`src/rtl/ecc_cap_pkg.sv`:
```
package ecc_cap_pkg;
  localparam logic [7:0] OFF_STATUS = 8'h40;
  localparam logic [7:0] OFF_ADDR   = 8'h60;
  localparam logic [7:0] OFF_SYND   = 8'h64;
  localparam logic [7:0] OFF_ATTR   = 8'h68;
  localparam logic [7:0] OFF_DATA0  = 8'h6C;

  typedef enum logic [2:0] {
    SEL_NONE,
    SEL_STATUS,
    SEL_ADDR,
    SEL_SYND,
    SEL_ATTR,
    SEL_DATA
  } reg_sel_e;
endpackage

```
`src/rtl/ecc_cap_flags.sv`:
```
module ecc_cap_flags (
  input  logic       clk_i,
  input  logic       rst_ni,
  input  logic       sbc_evt_i,
  input  logic       nce_evt_i,
  input  logic       sbc_en_i,
  input  logic       nce_en_i,
  input  logic [1:0] clr_i,
  output logic       cap_en_o,
  output logic       pick_nce_o,
  output logic       sbc_flag_o,
  output logic       nce_flag_o
);
  logic set_sbc, set_nce;
  logic sbc_q, nce_q;

  assign set_sbc    = sbc_evt_i & sbc_en_i;
  assign set_nce    = nce_evt_i & nce_en_i;
  assign cap_en_o   = set_sbc | set_nce;
  assign pick_nce_o = set_nce;

  // set wins over a same-cycle clear
  always_ff @(posedge clk_i or negedge rst_ni) begin
    if (!rst_ni) begin
      sbc_q <= 1'b0;
      nce_q <= 1'b0;
    end else begin
      sbc_q <= set_sbc | (sbc_q & ~clr_i[0]);
      nce_q <= set_nce | (nce_q & ~clr_i[1]);
    end
  end

  assign sbc_flag_o = sbc_q;
  assign nce_flag_o = nce_q;

  AST_SBC_SET: assert property (@(posedge clk_i) disable iff (!rst_ni)
    (sbc_evt_i && sbc_en_i) |=> sbc_flag_o);
  AST_NCE_SET: assert property (@(posedge clk_i) disable iff (!rst_ni)
    (nce_evt_i && nce_en_i) |=> nce_flag_o);
  AST_SBC_QUIET: assert property (@(posedge clk_i) disable iff (!rst_ni)
    (!(sbc_evt_i && sbc_en_i) && !clr_i[0]) |=> $stable(sbc_flag_o));
  AST_NCE_QUIET: assert property (@(posedge clk_i) disable iff (!rst_ni)
    (!(nce_evt_i && nce_en_i) && !clr_i[1]) |=> $stable(nce_flag_o));
  AST_SBC_W1C: assert property (@(posedge clk_i) disable iff (!rst_ni)
    (clr_i[0] && !(sbc_evt_i && sbc_en_i)) |=> !sbc_flag_o);
  AST_NCE_W1C: assert property (@(posedge clk_i) disable iff (!rst_ni)
    (clr_i[1] && !(nce_evt_i && nce_en_i)) |=> !nce_flag_o);
endmodule

```
`src/rtl/ecc_cap_store.sv`:
```
module ecc_cap_store #(
  parameter int unsigned ADDR_W = 32,
  parameter int unsigned ATTR_W = 8,
  parameter int unsigned DATA_W = 64,
  parameter int unsigned SYND_W = 8
) (
  input  logic              clk_i,
  input  logic              rst_ni,
  input  logic              cap_en_i,
  input  logic              pick_nce_i,
  input  logic [ADDR_W-1:0] sbc_addr_i,
  input  logic [ATTR_W-1:0] sbc_attr_i,
  input  logic [DATA_W-1:0] sbc_data_i,
  input  logic [SYND_W-1:0] sbc_synd_i,
  input  logic [ADDR_W-1:0] nce_addr_i,
  input  logic [ATTR_W-1:0] nce_attr_i,
  input  logic [DATA_W-1:0] nce_data_i,
  input  logic [SYND_W-1:0] nce_synd_i,
  output logic [ADDR_W-1:0] addr_o,
  output logic [ATTR_W-1:0] attr_o,
  output logic [DATA_W-1:0] data_o,
  output logic [SYND_W-1:0] synd_o
);
  always_ff @(posedge clk_i or negedge rst_ni) begin
    if (!rst_ni) begin
      addr_o <= '0;
      attr_o <= '0;
      data_o <= '0;
      synd_o <= '0;
    end else if (cap_en_i) begin
      addr_o <= pick_nce_i ? nce_addr_i : sbc_addr_i;
      attr_o <= pick_nce_i ? nce_attr_i : sbc_attr_i;
      data_o <= pick_nce_i ? nce_data_i : sbc_data_i;
      synd_o <= pick_nce_i ? nce_synd_i : sbc_synd_i;
    end
  end

  AST_NCE_PRIO: assert property (@(posedge clk_i) disable iff (!rst_ni)
    (cap_en_i && pick_nce_i) |=> (addr_o == $past(nce_addr_i)) && (data_o == $past(nce_data_i))
                                && (synd_o == $past(nce_synd_i)) && (attr_o == $past(nce_attr_i)));
  AST_SBC_CAPTURE: assert property (@(posedge clk_i) disable iff (!rst_ni)
    (cap_en_i && !pick_nce_i) |=> (addr_o == $past(sbc_addr_i)) && (data_o == $past(sbc_data_i))
                                 && (synd_o == $past(sbc_synd_i)) && (attr_o == $past(sbc_attr_i)));
  AST_HOLD: assert property (@(posedge clk_i) disable iff (!rst_ni)
    !cap_en_i |=> $stable(addr_o) && $stable(data_o) && $stable(synd_o) && $stable(attr_o));
endmodule

```
`src/rtl/ecc_cap_port.sv`:
```
module ecc_cap_port
  import ecc_cap_pkg::*;
#(
  parameter int unsigned BUS_AW  = 8,
  parameter int unsigned ADDR_W  = 32,
  parameter int unsigned ATTR_W  = 8,
  parameter int unsigned DATA_W  = 64,
  parameter int unsigned SYND_W  = 8,
  parameter bit          PRESENT = 1'b1
) (
  input  logic              clk_i,
  input  logic              rst_ni,
  input  logic              req_i,
  input  logic              we_i,
  input  logic [BUS_AW-1:0] addr_i,
  input  logic [31:0]       wdata_i,
  input  logic              sbc_flag_i,
  input  logic              nce_flag_i,
  input  logic [ADDR_W-1:0] addr_cap_i,
  input  logic [ATTR_W-1:0] attr_cap_i,
  input  logic [DATA_W-1:0] data_cap_i,
  input  logic [SYND_W-1:0] synd_cap_i,
  output logic [1:0]        clr_o,
  output logic              rvalid_o,
  output logic [31:0]       rdata_o,
  output logic              err_o
);
  localparam int unsigned NUM_DW = DATA_W / 32;
  localparam int unsigned IDX_W  = (NUM_DW > 1) ? $clog2(NUM_DW) : 1;
  localparam logic [BUS_AW-1:0] DATA_END = BUS_AW'(OFF_DATA0 + 4 * NUM_DW);

  reg_sel_e          sel;
  logic [IDX_W-1:0]  widx;
  logic              err_c;
  logic [31:0]       rd_c;
  logic [31:0]       dwords [NUM_DW];
  logic              unused_wdata;

  assign unused_wdata = ^wdata_i[31:2];

  for (genvar g = 0; g < NUM_DW; g++) begin : g_dword
    assign dwords[g] = data_cap_i[g*32 +: 32];
  end

  always_comb begin
    sel  = SEL_NONE;
    widx = '0;
    if (addr_i[1:0] == 2'b00) begin
      if (addr_i == BUS_AW'(OFF_STATUS))      sel = SEL_STATUS;
      else if (addr_i == BUS_AW'(OFF_ADDR))   sel = SEL_ADDR;
      else if (addr_i == BUS_AW'(OFF_SYND))   sel = SEL_SYND;
      else if (addr_i == BUS_AW'(OFF_ATTR))   sel = SEL_ATTR;
      else if (addr_i >= BUS_AW'(OFF_DATA0) && addr_i < DATA_END) begin
        sel  = SEL_DATA;
        widx = IDX_W'((addr_i - BUS_AW'(OFF_DATA0)) >> 2);
      end
    end
  end

  assign err_c = !PRESENT || (sel == SEL_NONE);

  always_comb begin
    case (sel)
      SEL_STATUS: rd_c = {30'b0, nce_flag_i, sbc_flag_i};
      SEL_ADDR:   rd_c = 32'(addr_cap_i);
      SEL_SYND:   rd_c = 32'(synd_cap_i);
      SEL_ATTR:   rd_c = 32'(attr_cap_i);
      SEL_DATA:   rd_c = dwords[widx];
      default:    rd_c = '0;
    endcase
  end

  assign clr_o = (req_i && we_i && !err_c && sel == SEL_STATUS) ? wdata_i[1:0] : 2'b00;

  always_ff @(posedge clk_i or negedge rst_ni) begin
    if (!rst_ni) begin
      rvalid_o <= 1'b0;
      err_o    <= 1'b0;
      rdata_o  <= '0;
    end else begin
      rvalid_o <= req_i;
      err_o    <= req_i && err_c;
      rdata_o  <= (req_i && !we_i && !err_c) ? rd_c : '0;
    end
  end

  AST_RSP_NEXT: assert property (@(posedge clk_i) disable iff (!rst_ni)
    req_i |=> rvalid_o);
  AST_RSP_IDLE: assert property (@(posedge clk_i) disable iff (!rst_ni)
    !req_i |=> !rvalid_o && !err_o);
  AST_ERR_ZERO: assert property (@(posedge clk_i) disable iff (!rst_ni)
    err_o |-> rdata_o == '0);

  if (!PRESENT) begin : g_absent
    AST_ABSENT_ERR: assert property (@(posedge clk_i) disable iff (!rst_ni)
      rvalid_o |-> err_o);
  end else begin : g_present
    AST_CAP_WR_OK: assert property (@(posedge clk_i) disable iff (!rst_ni)
      (req_i && we_i && addr_i == BUS_AW'(OFF_ADDR)) |=> rvalid_o && !err_o);
  end
endmodule

```
`src/rtl/ecc_evt_capture.sv`:
```
module ecc_evt_capture #(
  parameter int unsigned BUS_AW  = 8,
  parameter int unsigned ADDR_W  = 32,
  parameter int unsigned ATTR_W  = 8,
  parameter int unsigned DATA_W  = 64,
  parameter int unsigned SYND_W  = 8,
  parameter bit          PRESENT = 1'b1
) (
  input  logic              clk_i,
  input  logic              rst_ni,
  input  logic              sbc_en_i,
  input  logic              nce_en_i,
  input  logic              sbc_evt_i,
  input  logic [ADDR_W-1:0] sbc_addr_i,
  input  logic [ATTR_W-1:0] sbc_attr_i,
  input  logic [DATA_W-1:0] sbc_data_i,
  input  logic [SYND_W-1:0] sbc_synd_i,
  input  logic              nce_evt_i,
  input  logic [ADDR_W-1:0] nce_addr_i,
  input  logic [ATTR_W-1:0] nce_attr_i,
  input  logic [DATA_W-1:0] nce_data_i,
  input  logic [SYND_W-1:0] nce_synd_i,
  input  logic              req_i,
  input  logic              we_i,
  input  logic [BUS_AW-1:0] addr_i,
  input  logic [31:0]       wdata_i,
  output logic              rvalid_o,
  output logic [31:0]       rdata_o,
  output logic              err_o
);
  logic              cap_en, pick_nce, sbc_flag, nce_flag;
  logic [1:0]        clr;
  logic [ADDR_W-1:0] addr_q;
  logic [ATTR_W-1:0] attr_q;
  logic [DATA_W-1:0] data_q;
  logic [SYND_W-1:0] synd_q;

  ecc_cap_flags i_flags (
    .clk_i      (clk_i),
    .rst_ni     (rst_ni),
    .sbc_evt_i  (sbc_evt_i),
    .nce_evt_i  (nce_evt_i),
    .sbc_en_i   (sbc_en_i),
    .nce_en_i   (nce_en_i),
    .clr_i      (clr),
    .cap_en_o   (cap_en),
    .pick_nce_o (pick_nce),
    .sbc_flag_o (sbc_flag),
    .nce_flag_o (nce_flag)
  );

  ecc_cap_store #(
    .ADDR_W (ADDR_W), .ATTR_W (ATTR_W), .DATA_W (DATA_W), .SYND_W (SYND_W)
  ) i_store (
    .clk_i      (clk_i),
    .rst_ni     (rst_ni),
    .cap_en_i   (cap_en),
    .pick_nce_i (pick_nce),
    .sbc_addr_i (sbc_addr_i),
    .sbc_attr_i (sbc_attr_i),
    .sbc_data_i (sbc_data_i),
    .sbc_synd_i (sbc_synd_i),
    .nce_addr_i (nce_addr_i),
    .nce_attr_i (nce_attr_i),
    .nce_data_i (nce_data_i),
    .nce_synd_i (nce_synd_i),
    .addr_o     (addr_q),
    .attr_o     (attr_q),
    .data_o     (data_q),
    .synd_o     (synd_q)
  );

  ecc_cap_port #(
    .BUS_AW (BUS_AW), .ADDR_W (ADDR_W), .ATTR_W (ATTR_W),
    .DATA_W (DATA_W), .SYND_W (SYND_W), .PRESENT (PRESENT)
  ) i_port (
    .clk_i      (clk_i),
    .rst_ni     (rst_ni),
    .req_i      (req_i),
    .we_i       (we_i),
    .addr_i     (addr_i),
    .wdata_i    (wdata_i),
    .sbc_flag_i (sbc_flag),
    .nce_flag_i (nce_flag),
    .addr_cap_i (addr_q),
    .attr_cap_i (attr_q),
    .data_cap_i (data_q),
    .synd_cap_i (synd_q),
    .clr_o      (clr),
    .rvalid_o   (rvalid_o),
    .rdata_o    (rdata_o),
    .err_o      (err_o)
  );
endmodule

```
`config.mk`:
```
export PLATFORM = sky130hd
export DESIGN_NAME = ecc_evt_capture
export DESIGN_NICKNAME = d
export VERILOG_FILES = /design/src/rtl/ecc_cap_pkg.sv /design/src/rtl/ecc_cap_flags.sv /design/src/rtl/ecc_cap_store.sv /design/src/rtl/ecc_cap_port.sv /design/src/rtl/ecc_evt_capture.sv
export SDC_FILE = /design/constraint.sdc
export NUM_CORES = 1
export LEC_CHECK = 0
export BUFFER_PORTS_ARGS = -buffer_cell sky130_fd_sc_hd__buf_4
export CAP_MARGIN = 10
export CORE_MARGIN = 5
export CORE_UTILIZATION = 40
export CTS_BUF_LIST = sky130_fd_sc_hd__clkbuf_8
export CTS_CLUSTER_SIZE = 12
export DETAILED_ROUTE_END_ITERATION = 10
export PLACE_DENSITY = 0.68
export SETUP_SLACK_MARGIN = 0.15
export SLEW_MARGIN = 20
export SYNTH_ARGS = -nofsm -noshare
export SYNTH_HDL_FRONTEND = slang
export SYNTH_HIERARCHICAL = 1
export SYNTH_SLANG_ARGS = --single-unit
```
`constraint.sdc`:
```
create_clock -name clk_i -period 2.1 [get_ports clk_i]
set_input_delay 0.21 -clock clk_i [delete_from_list [all_inputs] [get_ports clk_i]]
set_output_delay 0.21 -clock clk_i [all_outputs]
set_load 0.02 [all_outputs]
```
==> out/qor.csv, run 1 <==
stage,metric,value,unit
route,wl_met2,11120,um
logic_synthesis,synth_edf_count,0,
sta,slew_headroom,0.6368,
clock_tree,cts_tree,built,
grt,grt_pass1_wl,34150,um
route,drcViolationCount,0,
status,status,completed,
route,ant_nets,0,
sta,fin_crit,1346,ps
hold_path,hold_path.class,input pin to flip-flop,
logic_synthesis,synth_cells,762,
placed_design,routabilityCongestion,0.8355,
logic_synthesis,synth.cell_area,7675,sq um
pwr,leakage,4.707,nW
sta,finalSetupTns,0,ps
critical_path,required,2480,ps
grt,grt_max_degree,88,
placed_design,dp_slack,267.0,ps
final_layout,layout.nets,1287,
final_layout,drive_above_1_share,0.3687,
hold_path,min_path_cells,3,
route,viasPerCell,5.053,
logic_synthesis,synth_area_leaders,"dfrtp_1 48%, mux2i_1 15%, a21oi_1 9.3%, nor2_1 5.6%, and4_2 2.5%",
clock_tree,clockBufferDepth,2,
sta,finClkSkew,7.733,ps
critical_path,ff2ff_path_depth,4,
logic_synthesis,avgSynthCellArea,10.07,sq um
final_layout,seq_area,3704,sq um
die,core_area,18770,sq um
logic_synthesis,post-synth-top-count-cell,dfrtp_1,
grt,overflow,0,
clock_tree,clockRootBuffer,clkbuf_8,
critical_path,end_kind,flip-flop,
die,rows,50,
grt,antenna_found_initial,0,
run,drv_cap,0,
clock_tree,cts_made_buffers,17,
pwr,p_per_area,674.6,nW/um^2
die,die_w,148.5,um
sta,timing.final.crit_share,0.6411,
sta,hold_viol,0,
critical_path,start_kind,input pin,
clock_tree,insertion_delay,450,ps
critical_path,crit_fanout,8,
logic_synthesis,synth-seq-cells,148,
critical_path,arrival,1720,ps
clock_tree,post_cts_buffers,0,
logic_synthesis,synthesis.nets,1034,
placed_design,portBuffers,275,
die,initial_core_util,0.4089,
logic_synthesis,synth_flop_cell,dfrtp_1,
final_layout,fillers,1752,
final_layout,stdcell_area,10310,sq um
final_layout,multi_input_area,3405,sq um
pwr,power.ir.vdd_worst,0.0003771,V
sta,max_freq,0.7427,GHz
final_layout,synthToLayoutAreaGrowth,34.40,%
die,die_area,22060,sq um
route,wl_met3,1754,um
clock_tree,cts_max_level,4,
logic_synthesis,yosysWarnings,6,
placed_design,hpwl,16610,um
sta,drv_slew,0,
route,routed_wl,22120,um
logic_synthesis,synthTopCellsByCount,"148 x dfrtp_1, 142 x a21oi_1, 115 x nor2_1",
grt,grtUsageTotal,0.1983,
critical_path,r2r-start,i_store/synd_o[1],
die,ios,306,
critical_path,reg2reg_to,i_port/rdata_o[1],
route,wire_per_inst,17.52,um
logic_synthesis,synth_cell_types,39,
route,drt_iter0_markers,254,
route,met1Wirelength,8895,um
sta,fin_ws,753.6,ps
logic_synthesis,ys_seq_area_frac,0.4826,
critical_path,reg2reg_slack,800,ps
clock_tree,clkTransAtPathRegs,80,ps
grt,grt_pass1_vias,6605,
final_layout,diodes,0,
clock_tree,clock_sinks,148,
sta,setup_viol,0,
sta,rsz0062_at_grt,false,
die,die_h,148.5,um
logic_synthesis,synthArstFlopShare,1.000,
route,num_vias,6377,
hold_path,hold_path_end,i_flags/sbc_flag_o,
placed_design,placed_area,9861,sq um
route,dr.pass1.iters,4,
logic_synthesis,synth_top_cell_by_area,dfrtp_1,
route,routed.top_layer,met4,
hold_path,min_from,wdata_i[0],
sta,worst_slew_pin_slew,544.8,ps
logic_synthesis,synth_top_cell_area_share,0.4826,
critical_path,crit_type,input pin to flip-flop,
-- worst max-delay path, cell delays in order --
cell,delay [ps]
buf_4,120
or4b_4,620
nor4b_4,480
nand3_1,130
a21oi_1,160
-- report_power, final --
part | switching, mW | internal [mW] | leakage, nW
Combinational | 0.613 | 0.651 | 2.77
Sequential | 0.159 | 3.15 | 1.73
Clock | 1.13 | 1.26 | 0.206
-- per-layer routing --
layer / up-vias / global-route usage
li1: 3189 / -
met1: 2941 / 0.2413
met2: 226 / 0.3439
met3: 21 / 0.05667
met4: 0 / 0.05543
met5: - / 0
-- cells in the final DEF (no fill, tap or decap), types with 3 or more instances in the layout --
cell type and instances:
and4_1 6, buf_4 288, clkbuf_8 19, buf_12 9, and4_2 19, a31oi_1 24
inv_1 26, mux2i_1 112, inv_6 5, bufinv_16 3, nor2_1 115, dfrtp_1 148
clkinvlp_4 4, a22oi_1 6, a21oi_1 142, o21ai_1 17, nand2_1 31, mux2_2 16
o21ai_0 7
-- timing repair --
action,4_1_cts,5_1_grt
resized for setup,0,0
hold buffers,2,0
hold endpoints to repair,54,0
setup endpoints to repair,0,0
-- how the worst max path moves through the flow --
| stage | startpoint | end | slack (ps) | depth (start not counted) |
|---|---|---|---|---|
| after CTS | addr_i[4] | i_port/rdata_o[2] | 770 | 6 |
| final | addr_i[7] | i_port/rdata_o[1] | 750 | 5 |
| after floorplan | addr_i[7] | i_port/rdata_o[20] | 480 | 6 |
| after global placement | addr_i[7] | i_flags/nce_flag_o | 300 | 6 |
| after detailed placement | addr_i[4] | i_port/rdata_o[2] | 270 | 6 |
| after global routing | addr_i[7] | i_port/rdata_o[0] | 660 | 5 |
-- metrics by stage --
| step | hold slack [ps] | instances | power (mW) | util |
|---|---|---|---|---|
| 6_report | 30.49 | 1262 | 6.958 | 0.5496 |
| 5_1_grt | 9.506 | 1262 | 7.357 | 0.5496 |
| 4_1_cts | 7.481 | 1262 | 7.045 | 0.5496 |
| 3_5_place_dp | 222.0 | 1228 | 4.646 | 0.5254 |
| 3_3_place_gp | 216.3 | 1228 | 4.613 | 0.5254 |
| 2_1_floorplan | -85.59 | 762 | 4.027 | - |
-- logic make-up (layout without fill, tap and decap cells) --
logic type             after synthesis  after routing  synth area share
AND/OR/NAND/NOR                    188            188            0.1254
buffers and inverters               93            359           0.07646
AO/OA/AOI/OAI                      205            205            0.1461
flip-flops                         148            148            0.4826
multiplexers                       128            128            0.1695
-- layout make-up --
cell class	instances	area share
flip-flops and latches	148	0.3590
clock inverters	13	0.01674
inverters	27	0.01031
clock buffers	19	0.02535
multi-input cells	521	0.3301
well taps	234	0.02838
repair buffers	300	0.2301
-- flip-flops by register name, summed over array words and instances (netlist names) --
signal,cells
i_store/data_o,64
i_flags/sbc_flag_o,1
i_port/rvalid_o,1
i_store/synd_o,8
i_store/addr_o,32
i_store/attr_o,8
i_flags/nce_flag_o,1
i_port/err_o,1
i_port/rdata_o,32
No activity file was read; power rests on OpenSTA's default activity.
==> run 2, diff against run 1 <==
--- a/config.mk
+++ b/config.mk
@@ -5,6 +5,7 @@
 export SDC_FILE = /design/constraint.sdc
 export NUM_CORES = 1
 export LEC_CHECK = 0
+export ABC_AREA = 1
 export BUFFER_PORTS_ARGS = -buffer_cell sky130_fd_sc_hd__buf_4
 export CAP_MARGIN = 10
 export CORE_MARGIN = 5
@@ -12,7 +13,7 @@
 export CTS_BUF_LIST = sky130_fd_sc_hd__clkbuf_8
 export CTS_CLUSTER_SIZE = 12
 export DETAILED_ROUTE_END_ITERATION = 10
-export PLACE_DENSITY = 0.68
+export PLACE_DENSITY = 0.66
 export SETUP_SLACK_MARGIN = 0.15
 export SLEW_MARGIN = 20
 export SYNTH_ARGS = -nofsm -noshare
==> constraint.sdc (replaced) <==
create_clock -name clk_i -period 1.3 [get_ports clk_i]
set_input_delay 0.13 -clock clk_i [delete_from_list [all_inputs] [get_ports clk_i]]
set_output_delay 0.13 -clock clk_i [all_outputs]
set_load 0.02 [all_outputs]
==> run 2 against run 1 <==
Final cell count up 58%; sequential cell count unchanged; critical path depth down 4; via count up 47%; count of clock-buffer cells in the layout up 2; non-clock buffer count up 180; synthesized cell count up 68%.
==> out/qor.csv, run 2 <==
stage,metric,value,unit,change
status,status,completed,,
logic_synthesis,ys_seq_area_frac,0.4294,,-0.05314
clock_tree,insertion_delay,450,ps,about the same
logic_synthesis,synth_area_leaders,"dfrtp_1 43%, nand2_1 23%, inv_1 12%, nand3_1 6.8%, buf_2 2.5%",,
grt,grtUsageTotal,0.2352,,+0.03693
pwr,switching_share,0.2699,,-0.002897
grt,antenna_found_initial,0,,unchanged
logic_synthesis,synth_xor_area_frac,0,,unchanged
critical_path,crit_type,flip-flop to output port,,
clock_tree,cts_tree,built,,
critical_path,end_kind,output port,,
pwr,pwr-share-clk,0.342,,about the same
logic_synthesis,synth_mux_area_frac,0,,-0.1695
route,wire_per_inst,14.54,um,-17%
logic_synthesis,synth_edf_count,0,,unchanged
route,drt_iter0_markers,584,,+130%
final_layout,layout.cells.most_common_list,"523 x nand2_1, 278 x inv_1, 270 x buf_4",,
final_layout,seq_area,3704,sq um,unchanged
die,initial_core_util,0.4077,,-0.001232
final_layout,drive_above_1_share,0.2323,,-0.1364
pwr,p_per_area,911.3,nW/um^2,+35%
route,dr.pass1.iters,7,,+3
logic_synthesis,post-synth-top-count-cell,nand2_1,,
die,ios,306,,unchanged
clock_tree,clockRootBuffer,clkbuf_8,,
sta,max_freq,0.8759,GHz,
run,drv_cap,0,,unchanged
logic_synthesis,synth_top_family_by_area,simple AND/OR/NAND/NOR gates,,
sta,fin_crit,1142,ps,
final_layout,layout_commonest_cell,nand2_1,,
logic_synthesis,synthesis.nets,1554,,+50%
critical_path,cpPeakStageDelay,420,ps,-200 ps
route,ant_nets,0,,unchanged
sta,drv_slew,0,,unchanged
grt,grt_max_degree,61,,-31%
route,num_vias,9390,,+47%
critical_path,critical-path-top-delay-family,flip-flops,,
critical_path,ff2ff_path_depth,2,,-2
final_layout,regMostFlops,i_store/data_o,,
hold_path,min_path_cells,5,,+2
grt,grt_pass1_vias,9538,,+44%
route,viasPerCell,4.700,,-7.0%
die,core_area,21150,sq um,+13%
logic_synthesis,synth_top_cell_by_area,dfrtp_1,,
final_layout,fillers,1789,,+2.1%
sta,worst_slew_pin_slew,355.4,ps,-189.4 ps
sta,timing.hold.ws,18.84,ps,-11.65 ps
die,rows,53,,+6.0%
final_layout,fin_util,0.6409,,+0.09126
logic_synthesis,synth_flop_cell,dfrtp_1,,
sta,finClkSkew,12.26,ps,+4.531 ps
grt,overflow,0,,unchanged
final_layout,layout.nets,1982,,+54%
logic_synthesis,synth.cell_area,8625,sq um,+12%
sta,rsz0062_at_grt,true,,
die,die_h,156.8,um,+5.6%
sta,slew_headroom,0.7631,,+0.1263
logic_synthesis,synth_cell_types,26,,-33%
placed_design,hpwl,19480,um,+17%
final_layout,synthToLayoutAreaGrowth,57.19,%,
sta,finalSetupTns,0,ps,unchanged
logic_synthesis,synthTopCellsByCount,"527 x nand2_1, 280 x inv_1, 148 x dfrtp_1",,
logic_synthesis,synth-seq-cells,148,,unchanged
clock_tree,cts_max_level,4,,unchanged
pwr,power.ir.vdd_worst,0.0006112,V,+62%
logic_synthesis,synthArstFlopShare,1.000,,unchanged
critical_path,arrival,1010,ps,-710 ps
die,die_area,24600,sq um,+12%
clock_tree,cts_made_buffers,17,,unchanged
grt,grt_pass1_wl,46370,um,+36%
pwr,p_sw,3.335,mW,+76%
placed_design,routabilityCongestion,0.8195,,-1.9%
logic_synthesis,synth_cells,1282,,+68%
route,routed_wl,29050,um,+31%
pwr,comb_power_share,0.221,,+0.039
final_layout,multi_input_area,3495,sq um,+2.6%
critical_path,path_cells,buf_6,,
clock_tree,clockBufferDepth,2,,unchanged
sta,timing.final.crit_share,0.8782,,
clock_tree,clkTransAtPathRegs,80,ps,about the same
pwr,internal_power,9.020,mW,+78%
critical_path,start_kind,flip-flop,,
hold_path,hold_path.class,input pin to flip-flop,,
logic_synthesis,synth_compound_area_frac,0.05455,,-0.09152
route,drcViolationCount,0,,unchanged
die,die_w,156.8,um,+5.6%
critical_path,cpMaxStageDelayCell,dfrtp_1,,
pwr,seqPwrFrac,0.437,,-0.039
critical_path,required,1170,ps,-1310 ps
logic_synthesis,avgSynthCellArea,6.727,sq um,-33%
sta,setup_viol,0,,unchanged
final_layout,reg_top3,"i_store/data_o x64, i_port/rdata_o x32, i_store/addr_o x32",,
critical_path,crit_fanout,1,,-7
final_layout,largest_reg_flops,64,,unchanged
logic_synthesis,synthSimpleGateAreaFrac,0.3409,,+0.2156
critical_path,cp.buffers_inverters,1,,unchanged
logic_synthesis,yosysWarnings,6,,unchanged
critical_path,cp_num_cells,1,,-4
pwr,leakage,7.759,nW,+65%
placed_design,portBuffers,275,,unchanged
sta,hold_viol,0,,unchanged
logic_synthesis,synthAdderAreaFrac,0,,unchanged
clock_tree,clock_sinks,148,,unchanged
logic_synthesis,synth_top_cell_area_share,0.4294,,-0.05314
run 2: timing repair:
action | CTS | global route
hold buffers | 161 | 0
setup endpoints to repair | 13 | 27
setup buffers | 0 | 0
resized for setup | 13 | 11
endpoints found under the hold margin | 234 | 0
pin swaps | 0 | 0
run 2: final cells by class:
cell class	instances	share of cell area
timing repair buffer	480	0.3252
multi-input combinational	775	0.2578
inverter	288	0.08260
tap	275	0.02538
sequential	148	0.2732
antenna	1	0.0001846
clock inverter	10	0.01431
clock buffer	21	0.02132
run 2: metal layers:
metal  global-route usage  routed length, um  part of all wire
met1               0.2921              11680              0.40
met2               0.4090              14720              0.51
met4              0.08760                923             0.032
met5                    0                  0                 0
met3              0.04176               1715             0.059
run 2: power by group through the flow:
stage | registers [mW] | clock network [mW] | logic [mW]
floorplan | 5.39 | 0 | 1.25
global placement | 5.48 | 0 | 2.27
detailed placement | 5.48 | 0 | 2.31
CTS | 5.39 | 4.34 | 2.72
global route | 5.46 | 4.52 | 3.07
finish | 5.39 | 4.23 | 2.73
run 2: logic make-up after synthesis:
kind of cell,Yosys count
simple gates,703
flops,148
compound gates,72
buf+inv,359
run 2: metrics by stage:
stage / worst slack (ps) / area, sq um / instances / power, mW
floorplan: 122.9 / 8727 / 1282 / 6.643
global placement: -205.0 / 11370 / 1805 / 7.744
detailed placement: -230.0 / 11370 / 1805 / 7.789
global route: 108.6 / 13550 / 1997 / 13.04
CTS: 117.6 / 13510 / 1997 / 12.45
finish: 158.4 / 13560 / 1998 / 12.35
run 2: worst register-to-register path, stage by stage, from the launching register on:
cell      delay [ps]
dfrtp_1          400
a221oi_1         390
a21oi_1          120
run 2: path summary, 6_finish.rpt:
path	startpoint	endpoint	slack, ps
max	i_port/rdata_o[8]	rdata_o[8]	160
min in group asynchronous	rst_ni	i_store/addr_o[22]	130
min reg2reg	i_flags/sbc_flag_o	i_flags/sbc_flag_o	480
max reg2reg	i_store/attr_o[5]	i_port/rdata_o[5]	260
min	nce_data_i[51]	i_store/data_o[51]	20
max in group asynchronous	rst_ni	i_port/rdata_o[15]	650
==> run 3, diff against run 2 <==
--- a/config.mk
+++ b/config.mk
@@ -9,11 +9,11 @@
 export BUFFER_PORTS_ARGS = -buffer_cell sky130_fd_sc_hd__buf_4
 export CAP_MARGIN = 10
 export CORE_MARGIN = 5
-export CORE_UTILIZATION = 40
+export CORE_UTILIZATION = 52
 export CTS_BUF_LIST = sky130_fd_sc_hd__clkbuf_8
 export CTS_CLUSTER_SIZE = 12
 export DETAILED_ROUTE_END_ITERATION = 10
-export PLACE_DENSITY = 0.66
+export PLACE_DENSITY = 0.83
 export SETUP_SLACK_MARGIN = 0.15
 export SLEW_MARGIN = 20
 export SYNTH_ARGS = -nofsm -noshare
==> run 3 against run 2 <==
Worst hold slack better by 2.7 ps; die area is 22% lower; wire length is 20% higher; non-clock buffer count is 2 lower; clock skew is 1.9 ps lower; core utilization is 18 points higher; via count is 11% higher; sequential cell count stayed put; sequential power is 0.7% higher; register-to-register slack worse by 50 ps; sequential share of layout area is 0.33 points higher; final cell count is 2.8% lower; critical endpoint is now rdata_o[11].
==> out/qor.csv, run 3 (same netlist as run 2, synthesis figures left out) <==
stage,metric,value,unit,change
pwr,power.ir.vdd_worst,0.0007720,V,+26%
final_layout,synthToLayoutAreaGrowth,55.33,%,
sta,drv_slew,0,,unchanged
placed_design,portBuffers,275,,unchanged
pwr,p_per_area,859.8,nW/um^2,-5.7%
status,status,completed,,
route,drt_iter0_markers,1152,,+97%
final_layout,largest_reg_flops,64,,unchanged
final_layout,fillers,903,,-50%
clock_tree,cts_tree,built,,
sta,worst_slew_pin_slew,529.6,ps,+174.2 ps
final_layout,regMostFlops,i_store/data_o,,
critical_path,arrival,1060,ps,+50 ps
die,initial_core_util,0.5257,,+0.1180
die,die_w,138.8,um,-12%
sta,timing.final.crit_share,0.9178,,+0.03961
critical_path,cpMaxStageDelayCell,dfrtp_1,,
pwr,leakage,7.719,nW,-0.51%
critical_path,end_kind,output port,,
clock_tree,clock_sinks,148,,unchanged
die,ios,306,,unchanged
clock_tree,post_cts_buffers,0,,unchanged
sta,finalSetupTns,0,ps,unchanged
die,core_area,16410,sq um,-22%
final_layout,layout.nets,1980,,-0.10%
die,die_h,138.8,um,-12%
die,die_area,19260,sq um,-22%
final_layout,drive_above_1_share,0.2331,,+0.0008515
clock_tree,cts_max_level,4,,unchanged
final_layout,stdcell_area,13400,sq um,-1.2%
critical_path,crit_type,flip-flop to output port,,
final_layout,layout.cells.most_common_list,"522 x nand2_1, 281 x inv_1, 270 x buf_4",,
run,drv_cap,0,,unchanged
grt,grt_pass1_wl,51690,um,+11%
sta,max_freq,0.8381,GHz,-4.3%
route,dr.pass1.iters,6,,-1
sta,finClkSkew,10.35,ps,-1.911 ps
clock_tree,cts_made_buffers,17,,unchanged
placed_design,hpwl,18660,um,-4.2%
clock_tree,clockRootBuffer,clkbuf_8,,
grt,grt_max_degree,63,,+3.3%
critical_path,required,1170,ps,about the same
sta,slew_headroom,0.6469,,-0.1161
critical_path,critical-path-top-delay-family,flip-flops,,
route,num_vias,10440,,+11%
critical_path,cp.buffers_inverters,1,,unchanged
sta,fin_crit,1193,ps,+51.50 ps
sta,hold_viol,0,,unchanged
grt,overflow,0,,unchanged
grt,grtUsageTotal,0.3290,,+0.09380
clock_tree,clockBufferDepth,2,,unchanged
final_layout,fin_util,0.8165,,+0.1757
critical_path,start_kind,flip-flop,,
die,rows,47,,-11%
final_layout,layout_commonest_cell,nand2_1,,
grt,antenna_found_initial,2,,+2
grt,grt_pass1_vias,10540,,+10%
hold_path,hold_path.class,input pin to flip-flop,,
route,viasPerCell,5.376,,+14%
critical_path,path_cells,buf_6,,
critical_path,crit_fanout,1,,unchanged
placed_design,placed_area,11160,sq um,-1.8%
clock_tree,clkTransAtPathRegs,80,ps,about the same
placed_design,routabilityCongestion,0.8642,,+5.5%
sta,rsz0062_at_grt,true,,
clock_tree,insertion_delay,460,ps,about the same
route,wire_per_inst,18.00,um,+24%
critical_path,cpPeakStageDelay,450,ps,+30 ps
sta,setup_viol,0,,unchanged
pwr,power,11.52,mW,-6.8%
route,drcViolationCount,0,,unchanged
route,ant_nets,0,,unchanged
route,routed_wl,34950,um,+20%
final_layout,reg_top3,"i_store/data_o x64, i_port/rdata_o x32, i_store/addr_o x32",,
[run 3: path summary, 6_finish.rpt]
path                               startpoint            endpoint  slack, ps  cells after the start
setup / recovery           i_port/rdata_o[11]         rdata_o[11]        110                      1
hold / removal                     wdata_i[0]  i_flags/sbc_flag_o         20                      6
setup reg to reg            i_store/synd_o[6]   i_port/rdata_o[6]        210                      4
hold reg to reg            i_store/data_o[48]  i_store/data_o[48]        480                      2
max in group asynchronous              rst_ni   i_store/addr_o[4]        650                      3
min in group asynchronous              rst_ni  i_store/data_o[24]        100                      2
[run 3: report_power, final]
| part | leakage, nW | total, mW | internal [mW] | switching, mW |
|---|---|---|---|---|
| registers | 1.84 | 5.43 | 5.11 | 0.325 |
| clock network | 0.177 | 3.10 | 1.37 | 1.73 |
| logic | 5.70 | 2.99 | 1.46 | 1.53 |
| total | 7.72 | 11.5 | 7.93 | 3.58 |
[run 3: metal layers]
metal	wire, um	track usage
met3	3077	0.06414
met2	17350	0.5768
met1	12210	0.3746
met5	0	0
met4	2318	0.1880
[run 3: final cells by class]
class	count	area [sq um]	share of cell area
antenna	2	5.005	0.0003736
clock buffer	19	261.5	0.01952
clock inverter	12	67.56	0.005043
inverter	288	1127	0.08415
multi-input combinational	775	3507	0.2618
sequential	148	3704	0.2765
tap	220	275.3	0.02055
timing repair buffer	478	4449	0.3321
[run 3: through the flow]
step / std cells / hold slack, ps / setup slack [ps]
floorplan: 1282 / -165.6 / 122.9
global placement: 1744 / 8.522 / -154.6
detailed placement: 1744 / 5.947 / -232.7
CTS: 1931 / -52.53 / 109.3
global route: 1942 / 6.445 / 79.28
finish: 1942 / 21.52 / 106.9
[run 3: timing repair]
action	in CTS	in global routing
endpoints found under the hold margin	233	2
hold buffers	156	2
gates cloned	0	8
gates resized for setup	18	17
pin swaps	0	1
endpoints found under the setup margin	18	134
